### config.mk
export PLATFORM = sky130hd
export DESIGN_NAME = dphase_tx_serializer
export DESIGN_NICKNAME = d
export VERILOG_FILES = /design/src/rtl/dpts_pkg.sv /design/src/rtl/dpts_len_decode.sv /design/src/rtl/dpts_word_shifter.sv /design/src/rtl/dpts_slot_counter.sv /design/src/rtl/dphase_tx_serializer.sv
export SDC_FILE = /design/constraint.sdc
export NUM_CORES = 1
export LEC_CHECK = 0
export BUFFER_PORTS_ARGS = -buffer_cell sky130_fd_sc_hd__buf_2
export CAP_MARGIN = 10
export CORE_UTILIZATION = 46
export DETAILED_ROUTE_END_ITERATION = 12
export PLACE_DENSITY_LB_ADDON = 0.2
export SLEW_MARGIN = 20
export SYNTH_ARGS = -nofsm -noshare
export SYNTH_HDL_FRONTEND = slang
export SYNTH_HIERARCHICAL = 1
export SYNTH_SLANG_ARGS = --single-unit
### constraint.sdc
create_clock -name clk -period 4.4 [get_ports clk]
set_input_delay 0.44 -clock clk [delete_from_list [all_inputs] [get_ports clk]]
set_output_delay 0.44 -clock clk [all_outputs]
set_load 0.05 [all_outputs]
### src/rtl/dpts_pkg.sv
package dpts_pkg;

    localparam int WORD_W = 32;
    localparam int CODE_W = 3;
    localparam int CNT_W  = 7;

    typedef enum logic [2:0] {
        ST_IDLE,
        ST_FIRST,
        ST_SHIFT,
        ST_DONE,
        ST_HALT
    } tx_state_e;

endpackage

### src/rtl/dpts_len_decode.sv
module dpts_len_decode #(
    parameter int CODE_W = 3,
    parameter int LEN_W  = 6
) (
    input  logic [CODE_W-1:0] code,
    output logic [LEN_W-1:0]  bits,
    output logic              bad
);
    always_comb begin
        bad  = 1'b0;
        bits = LEN_W'(8);
        unique case (code)
            CODE_W'(0): bits = LEN_W'(8);
            CODE_W'(1): bits = LEN_W'(12);
            CODE_W'(2): bits = LEN_W'(16);
            CODE_W'(3): bits = LEN_W'(20);
            CODE_W'(4): bits = LEN_W'(24);
            CODE_W'(5): bits = LEN_W'(32);
            default:    bad  = 1'b1;
        endcase
    end
endmodule

### src/rtl/dpts_word_shifter.sv
module dpts_word_shifter #(
    parameter int DATA_W = 32,
    parameter int LEN_W  = 6,
    localparam int IDX_W = $clog2(DATA_W)
) (
    input  logic              clk,
    input  logic              rst_n,
    input  logic              load,
    input  logic              take,
    input  logic [DATA_W-1:0] din,
    input  logic [LEN_W-1:0]  len,
    input  logic              step,
    output logic              ser_bit,
    output logic              last_bit
);
    logic [DATA_W-1:0] word_q;
    logic [IDX_W-1:0]  idx_q;
    logic [LEN_W-1:0]  len_m1;

    assign len_m1 = len - LEN_W'(1);

    always_ff @(posedge clk or negedge rst_n) begin
        if (!rst_n) begin
            word_q <= '0;
            idx_q  <= '0;
        end else if (load) begin
            if (take) begin
                word_q <= din;
            end
            idx_q <= len_m1[IDX_W-1:0];
        end else if (step) begin
            idx_q <= idx_q - IDX_W'(1);
        end
    end

    assign ser_bit  = word_q[idx_q];
    assign last_bit = (idx_q == '0);

    AST_IDX_HOLD: assert property (@(posedge clk) disable iff (!rst_n)
        (!load && !step) |=> $stable(idx_q) && $stable(word_q));
endmodule

### src/rtl/dpts_slot_counter.sv
module dpts_slot_counter #(
    parameter int CNT_W = 7
) (
    input  logic             clk,
    input  logic             rst_n,
    input  logic             clear,
    input  logic             advance,
    input  logic             dual,
    input  logic [CNT_W-1:0] lim1,
    input  logic [CNT_W-1:0] lim2,
    output logic             phase,
    output logic             last_in_phase,
    output logic             last_in_frame
);
    logic [CNT_W-1:0] idx_q;
    logic             phase_q;
    logic [CNT_W-1:0] lim_cur;

    assign lim_cur       = phase_q ? lim2 : lim1;
    assign last_in_phase = (idx_q == lim_cur);
    assign last_in_frame = last_in_phase && (phase_q || !dual);
    assign phase         = phase_q;

    always_ff @(posedge clk or negedge rst_n) begin
        if (!rst_n) begin
            idx_q   <= '0;
            phase_q <= 1'b0;
        end else if (clear) begin
            idx_q   <= '0;
            phase_q <= 1'b0;
        end else if (advance) begin
            if (last_in_phase) begin
                idx_q   <= '0;
                phase_q <= 1'b1;
            end else begin
                idx_q <= idx_q + CNT_W'(1);
            end
        end
    end

    AST_PHASE2_DUAL: assert property (@(posedge clk) disable iff (!rst_n)
        phase_q |-> dual);
    AST_IDX_BOUND: assert property (@(posedge clk) disable iff (!rst_n)
        (advance && !clear) |=> (idx_q <= lim_cur));
endmodule

### src/rtl/dphase_tx_serializer.sv
module dphase_tx_serializer
    import dpts_pkg::*;
#(
    parameter int DATA_W = dpts_pkg::WORD_W,
    parameter int CODE_W = dpts_pkg::CODE_W,
    parameter int CNT_W  = dpts_pkg::CNT_W
) (
    input  logic              clk,
    input  logic              rst_n,
    input  logic              cfg_dual,
    input  logic [CODE_W-1:0] cfg_len1,
    input  logic [CODE_W-1:0] cfg_len2,
    input  logic [CNT_W-1:0]  cfg_cnt1,
    input  logic [CNT_W-1:0]  cfg_cnt2,
    input  logic              fsync,
    input  logic              bit_en,
    input  logic [DATA_W-1:0] in_data,
    input  logic              in_valid,
    output logic              in_ready,
    output logic              ser_out,
    output logic              word_req,
    output logic              phase_id,
    output logic              frame_done,
    output logic              cfg_err,
    output logic              underrun
);
    localparam int LEN_W    = $clog2(DATA_W) + 1;
    localparam int N_PHASES = 2;

    tx_state_e st_q, st_d;

    logic              dual_q;
    logic [CODE_W-1:0] code_q [N_PHASES];
    logic [CNT_W-1:0]  cnt1_q, cnt2_q;
    logic [LEN_W-1:0]  len_w  [N_PHASES];
    logic              bad_w  [N_PHASES];
    logic              illegal;

    logic accept_sync, load, step, advance;
    logic ser_bit, last_bit;
    logic phase, last_in_phase, last_in_frame;
    logic [LEN_W-1:0] len_cur, load_len;
    logic underrun_q, word_req_q;

    // Configuration capture
    always_ff @(posedge clk or negedge rst_n) begin
        if (!rst_n) begin
            dual_q    <= 1'b0;
            code_q[0] <= '0;
            code_q[1] <= '0;
            cnt1_q    <= '0;
            cnt2_q    <= '0;
        end else if (accept_sync) begin
            dual_q    <= cfg_dual;
            code_q[0] <= cfg_len1;
            code_q[1] <= cfg_len2;
            cnt1_q    <= cfg_cnt1;
            cnt2_q    <= cfg_cnt2;
        end
    end

    for (genvar p = 0; p < N_PHASES; p++) begin : g_dec
        dpts_len_decode #(.CODE_W(CODE_W), .LEN_W(LEN_W)) u_dec (
            .code (code_q[p]),
            .bits (len_w[p]),
            .bad  (bad_w[p])
        );
    end

    assign illegal = bad_w[0] || (dual_q && bad_w[1]);

    // State register
    always_ff @(posedge clk or negedge rst_n) begin
        if (!rst_n) st_q <= ST_IDLE;
        else        st_q <= st_d;
    end

    // Next state and datapath controls
    always_comb begin
        st_d        = st_q;
        accept_sync = 1'b0;
        load        = 1'b0;
        step        = 1'b0;
        advance     = 1'b0;
        unique case (st_q)
            ST_IDLE, ST_HALT: begin
                if (fsync) begin
                    accept_sync = 1'b1;
                    st_d        = ST_FIRST;
                end
            end
            ST_FIRST: begin
                if (illegal) begin
                    st_d = ST_HALT;
                end else begin
                    load = 1'b1;
                    st_d = ST_SHIFT;
                end
            end
            ST_SHIFT: begin
                if (bit_en) begin
                    if (!last_bit) begin
                        step = 1'b1;
                    end else if (last_in_frame) begin
                        st_d = ST_DONE;
                    end else begin
                        load    = 1'b1;
                        advance = 1'b1;
                    end
                end
            end
            ST_DONE: st_d = ST_IDLE;
            default: st_d = ST_IDLE;
        endcase
    end

    assign len_cur  = phase ? len_w[1] : len_w[0];
    assign load_len = (st_q != ST_SHIFT) ? len_w[0] :
                      (last_in_phase ? len_w[1] : len_cur);

    dpts_slot_counter #(.CNT_W(CNT_W)) u_slots (
        .clk           (clk),
        .rst_n         (rst_n),
        .clear         (accept_sync),
        .advance       (advance),
        .dual          (dual_q),
        .lim1          (cnt1_q),
        .lim2          (cnt2_q),
        .phase         (phase),
        .last_in_phase (last_in_phase),
        .last_in_frame (last_in_frame)
    );

    dpts_word_shifter #(.DATA_W(DATA_W), .LEN_W(LEN_W)) u_shift (
        .clk      (clk),
        .rst_n    (rst_n),
        .load     (load),
        .take     (in_valid),
        .din      (in_data),
        .len      (load_len),
        .step     (step),
        .ser_bit  (ser_bit),
        .last_bit (last_bit)
    );

    // Flags
    always_ff @(posedge clk or negedge rst_n) begin
        if (!rst_n) begin
            underrun_q <= 1'b0;
            word_req_q <= 1'b0;
        end else begin
            word_req_q <= load;
            if (accept_sync)           underrun_q <= 1'b0;
            else if (load && !in_valid) underrun_q <= 1'b1;
        end
    end

    // Outputs
    always_comb begin
        in_ready   = load;
        ser_out    = (st_q == ST_SHIFT) ? ser_bit : 1'b0;
        frame_done = (st_q == ST_DONE);
        cfg_err    = (st_q == ST_HALT);
        phase_id   = phase;
        word_req   = word_req_q;
        underrun   = underrun_q;
    end

    AST_HALT_QUIET: assert property (@(posedge clk) disable iff (!rst_n)
        cfg_err |-> (!ser_out && !in_ready && !frame_done));
    AST_DONE_ONE_CYCLE: assert property (@(posedge clk) disable iff (!rst_n)
        frame_done |=> !frame_done);
    AST_UNDERRUN_SET: assert property (@(posedge clk) disable iff (!rst_n)
        (in_ready && !in_valid) |=> underrun);
    AST_CFG_HELD: assert property (@(posedge clk) disable iff (!rst_n)
        (st_q == ST_SHIFT && $past(st_q) == ST_SHIFT) |->
            ($stable(cnt1_q) && $stable(cnt2_q) && $stable(dual_q)));
    AST_BIT_STABLE: assert property (@(posedge clk) disable iff (!rst_n)
        (st_q == ST_SHIFT && !bit_en) |=> $stable(ser_out));
endmodule

# ---- After elaboration in Yosys (flattened, before gate mapping)
# Cells that the tools add are included.
dict set report word_totals {
  reg_bits 71
  elab_cells 95
}
dict set report classes {
  addsub 3
  order_cmp 1
  n_eq_ne 20
  mux 38
  n_reduce_logical 21
}
# op n
set ops {}
lappend ops {{one-hot mux 5 bit (5 select lines)} 2}
lappend ops {{two-way mux 7 bit} 4}
lappend ops {{two-way mux 5 bit} 5}
lappend ops {{two-way mux 1 bit} 19}
lappend ops {{== test 3 x 2 -> 1 bit, second input constant} 6}
lappend ops {{== test 3 bit, second input constant} 5}
lappend ops {{two-way mux 3 bit} 5}
lappend ops {{OR reduction 6 bit} 2}
lappend ops {{subtractor 5 x 1 -> 5 bit, second input constant} 2}
lappend ops {{== test 3 x 1 -> 1 bit, second input constant} 3}
lappend ops {{zero test 3 bit} 3}
lappend ops {{one-hot mux 3 bit (3 select lines)} 1}
lappend ops {{inequality test 2 bit, second input constant} 4}
lappend ops {{nonzero test 2 bit} 4}
lappend ops {{adder 7 x 1 -> 7 bit, second input constant} 1}
lappend ops {{== test 7 bit} 1}
lappend ops {{less-than comparator 5 x 6 -> 1 bit, second input constant} 1}
lappend ops {{binary-select mux 1 bit (select 5 bit)} 1}
lappend ops {{zero test 5 bit} 1}
lappend ops {{AND reduction 2 bit} 2}
lappend ops {{AND reduction 4 bit} 1}
lappend ops {{logical AND 1 bit} 3}
lappend ops {{inequality test 3 x 2 -> 1 bit, second input constant} 1}
lappend ops {{zero test 1 bit} 2}
lappend ops {{3 further kinds} 4}

# ---- Depth between registers and ports, before layout
dict set report logic_depth {
  depth_word 10
  mapped_depth 16
  mapped_depth_nobuf 14
}

# ---- Cells and area by module
# The synthesis kept the hierarchy.
# mod instances cells_per_inst area_each_um2 seq_area_each_um2
set modules_own_cells {}
lappend modules_own_cells {dpts_word_shifter 1 143 1819.2 925.9}
lappend modules_own_cells {dphase_tx_serializer 1 84 1193.6 650.6}
lappend modules_own_cells {dpts_slot_counter 1 57 584.3 200.2}
lappend modules_own_cells {dpts_len_decode 2 13 101.3 0.0}

# ---- Worst setup path before layout
# No wires, ideal clock.
dict set report synth_timing {
  path_kind {flip-flop to flip-flop}
  from {register u_slots.phase_q (netlist: u_slots/phase)}
  to {register u_shift.idx_q[4]}
  setup_ns 0.126
  t_arrival_ns 3.511
  setup_slack_ns 0.763
  path_stages_with_launch 17
  path_buffers 2
  period_less_slack_ns 3.637
  path_cell_list {dfrtp_1 -> buf_6 -> mux2i_1 -> xor2_1 -> nand4_1 -> nor4_4 -> a21boi_1 -> nand3b_1 -> o22a_1 -> inv_1 -> buf_6 -> mux2i_2 -> ha_1 -> nand2_1 -> nor3_1 -> xnor2_1 -> mux2i_1}
}
dict set report synth_via {
  elab_chain_len 8
}
# element line
set synth_lines {}
lappend synth_lines {{from (decl)} dpts_slot_counter.sv:16} ;# logic phase_q;
lappend synth_lines {{from (signal assigned)} dpts_slot_counter.sv:27} ;# phase_q <= 1'b0;
lappend synth_lines {{from (signal assigned)} dpts_slot_counter.sv:30} ;# phase_q <= 1'b0;
lappend synth_lines {{from (signal assigned)} dpts_slot_counter.sv:34} ;# phase_q <= 1'b1;
lappend synth_lines {{two-way mux 7 bit *} dpts_slot_counter.sv:19} ;# assign lim_cur = phase_q ? lim2 : lim1;
lappend synth_lines {{== test 7 bit *} dpts_slot_counter.sv:20} ;# assign last_in_phase = (idx_q == lim_cur);
lappend synth_lines {{via last_in_phase} dphase_tx_serializer.sv:41} ;# logic phase, last_in_phase, last_in_frame;
lappend synth_lines {{logical AND 1 bit *} dpts_slot_counter.sv:21} ;# assign last_in_frame = last_in_phase && (phase_q || !dual);
lappend synth_lines {{via last_in_frame} dphase_tx_serializer.sv:41}
lappend synth_lines {{two-way mux 1 bit *} dphase_tx_serializer.sv:104} ;# end else if (last_in_frame) begin
lappend synth_lines {{two-way mux 1 bit *} dphase_tx_serializer.sv:102} ;# if (!last_bit) begin
lappend synth_lines {{two-way mux 1 bit *} dphase_tx_serializer.sv:101} ;# if (bit_en) begin
lappend synth_lines {{one-hot mux 1 bit (2 select lines) *} dphase_tx_serializer.sv:85} ;# unique case (st_q)
lappend synth_lines {{via in_ready} dphase_tx_serializer.sv:19} ;# output logic in_ready,
lappend synth_lines {{two-way mux 5 bit / nonzero test 2 bit (equally long branches)} --}
lappend synth_lines {{to (signal assigned)} dpts_word_shifter.sv:30} ;# idx_q <= len_m1[IDX_W-1:0];
lappend synth_lines {{to (signal assigned)} dpts_word_shifter.sv:32} ;# idx_q <= idx_q - IDX_W'(1);
lappend synth_lines {{to (decl)} dpts_word_shifter.sv:17} ;# logic [IDX_W-1:0] idx_q;
# Mark *: on every way through the listed nets, which the timed path passes. The rest lies on a longest branch.
# A chain may end at the register's enable or synchronous reset.

# ---- Worst setup path in the final report
dict set report layout_timing {
  from {register u_slots.phase_q (netlist: u_slots/phase)}
  to {output port in_ready}
}
dict set report layout_via {
  elab_chain_len 7
}
# element line
set layout_lines {}
lappend layout_lines {{two-way mux 7 bit} dpts_slot_counter.sv:19}
lappend layout_lines {{== test 7 bit} dpts_slot_counter.sv:20}
lappend layout_lines {{via last_in_phase} dphase_tx_serializer.sv:41}
lappend layout_lines {{logical AND 1 bit} dpts_slot_counter.sv:21}
lappend layout_lines {{via last_in_frame} dphase_tx_serializer.sv:41}
lappend layout_lines {{two-way mux 1 bit} dphase_tx_serializer.sv:104}
lappend layout_lines {{two-way mux 1 bit} dphase_tx_serializer.sv:102}
lappend layout_lines {{two-way mux 1 bit} dphase_tx_serializer.sv:101}
lappend layout_lines {{one-hot mux 1 bit (2 select lines)} dphase_tx_serializer.sv:85}
lappend layout_lines {{to (decl)} dphase_tx_serializer.sv:19}
# The timed path passes the listed nets, and every way through them passes these cells.

==> run_results.csv <==
group,metric,value,unit
routing,avgRoutedWirePerCell,14.8,um
worst_setup_path,crit_path_start,"u_slots/phase$_DFFE_PN0P_",
sta,rsz0062_at_grt,"false",
sta,setup_tns,0,ps
yosys,syn_avg_cell_area,12.2,um2
cts,htree_levels,3,
global_routing,grt_use_met2,0.280,
layout,nets,434,
cts,tritoncts,"done",
layout,fillers,714,
sta,max_freq,270,MHz
pwr,vdd_drop_max,0.324,mV
cts,clk_path_buf_depth,2,
layout,area_growth,14.6,%
cts,ctsHoldBuffers,0,
global_routing,grt_pass1_vias,2534,
sta,setup_slack,702,ps
sta,hold_viol,0,
routing,antenna_left,0,
global_routing,grt_pass1_wl,12100,um
worst_setup_path,reg2reg_depth,14,
global_routing,grtUsageMet1,0.249,
global_routing,top_usage_layer,"met2",
routing,drt_iter0_markers,54,
floorplanning,num_rows,32,
pwr,p_leak,1.98,nW
worst_hold_path,min_path_type,"in -> async",
worst_setup_path,r2r_start,"u_slots/phase$_DFFE_PN0P_",
pwr,p_total,0.00285,W
global_routing,grtUsageMet3,0.0361,
floorplanning,ios,65,
floorplanning,die-height,92.4,um
cts,clk_latency,350,ps
routing,drt_wl_total,7080,um
sta,min_period,3700,ps
place,gp_congestion,0.777,
cts,path_clk_slew,90,ps
sta,relSlewSlack,0.458,
yosys,syn_inst,307,
worst_setup_path,endpoint_kind,"primary output",
sta,finalCritPeriodShare,0.840,
sta,finalSetupViolations,0,
cts,cts_made_buffers,9,
cts,cts.sinks,71,
layout,final_layout_size_suffix_gt1_frac,0.397,
sta,fin_hold_ws,177,ps
global_routing,antenna_found_initial,0,
sta,fin_skew,18.8,ps
cts,postCtsSetupBuffers,0,
worst_setup_path,cp.required,3960,ps
worst_setup_path,crit_fanout,13,
global_routing,grt_max_degree,38,
place,detailedPlace.worstSlack,788,ps
worst_setup_path,critPathArrivalTime,3260,ps
routing,firstDrtPassIters,4,
place,port_buffers,64,
layout,fin_util,0.552,
pwr,power.density,661,mW/mm2
sta,maxSlewViolCount,0,
worst_setup_path,reg2reg_to,"u_shift/idx_q[4]$_DFFE_PN0P_",
worst_setup_path,critPathKind,"reg -> out",
worst_setup_path,rrSetupSlack,730,ps
floorplanning,dieArea,0.00854,mm2
routing,vias_per_cell,5.18,
job,max_cap_violations,0,
global_routing,grt_usage,0.182,
sta,worst_slew_pin_slew,814,ps
yosys,yosys_warnings,6,
cts,ctsRootBufferMaster,"clkbuf_8",
yosys,synth_area,0.00376,mm2
global_routing,gr-total-overflow,0,
floorplanning,coreArea,0.00781,mm2
layout,diodes,0,
floorplanning,die_w,92.4,um
routing,drc_errors,0,
worst_setup_path,cp-start-kind,"flop",
floorplanning,start_util,0.482,
place,dp_hpwl,5190,um
outcome,outcome,"complete, no violations",
routing,via_count,2470,
cts,cts_resized,0,
## area by class of cell
| class | count | area, um2 | share of cell area |
|---|---|---|---|
| multi-input combinational | 211 | 1840 | 0.426 |
| sequential | 71 | 1780 | 0.412 |
| timing repair buffer | 68 | 350 | 0.0813 |
| tap | 102 | 128 | 0.0296 |
| clock buffer | 9 | 124 | 0.0287 |
| clock inverter | 7 | 62.6 | 0.0145 |
| inverter | 9 | 33.8 | 0.00784 |
## how the worst max path moves through the flow
stage	to	slack, ps
after detailed placement	u_shift/idx_q[4]$_DFFE_PN0P_	790
after global placement	u_shift/idx_q[4]$_DFFE_PN0P_	840
after CTS	in_ready	710
after global routing	u_shift/idx_q[4]$_DFFE_PN0P_	410
after floorplan	u_shift/idx_q[4]$_DFFE_PN0P_	760
final	in_ready	700
## per-layer routing
layer / part of all wire / wire, um
met3: 0.054 / 381
met5: 0 / 0
met4: 0.016 / 112
met2: 0.45 / 3210
met1: 0.48 / 3380
## cells in the final DEF (no fill, tap or decap), types with 2 or more instances in the layout
master    count
nor2b_1       3
a21oi_1       4
mux2_4        5
nand2_1      17
buf_4         4
conb_1        4
mux2_1        2
mux2_2       52
inv_1         9
xnor2_1       7
inv_6         3
o21ai_0       2
ha_1          6
nor3b_1       2
or3b_1        2
buf_2        64
dfrtp_1      71
nand2b_1      4
o32ai_1       2
mux2i_2       2
and3_2        2
clkbuf_8      9
nand3_1       6
o22ai_1       2
nor3_1        2
a22oi_1       5
xor2_1       13
mux2i_1      27
a211oi_1      4
clkinv_4      2
o21bai_1      4
nand4_1       5
nor2_1       11
## sequential cells by signal, indices dropped and copies added (netlist names)
register / flops
word_req: 1
u_shift/idx_q: 5
u_slots/phase: 1
cnt1_q: 7
cnt2_q: 7
dual_q: 1
code_q: 6
u_shift/word_q: 32
u_slots/idx_q: 7
st_q: 3
underrun: 1
## where the power goes
group	internal [W]	leakage (nW)	switching [W]	total [W]
Sequential	0.000946	0.864	0.000214	0.00116
Clock	0.000216	0.0927	0.000279	0.000496
Combinational	0.000613	1.03	0.000580	0.00119
## worst max-delay path, cell delays in order, from the launching register on
cell,delay (ps)
dfrtp_1,640
mux2i_1,280
xor2_1,160
nand4_1,160
nor4_4,580
a21boi_1,250
nand3b_1,160
o22a_1,170
inv_1,220
buf_2,300
## metrics by stage
step	instance area, um2	cells
2_1_floorplan	3770	309
3_3_place_gp	4120	461
3_5_place_dp	4120	461
4_1_cts	4310	477
5_1_grt	4310	477
6_report	4310	477
Note: power is estimated with default switching activity, not from simulation.
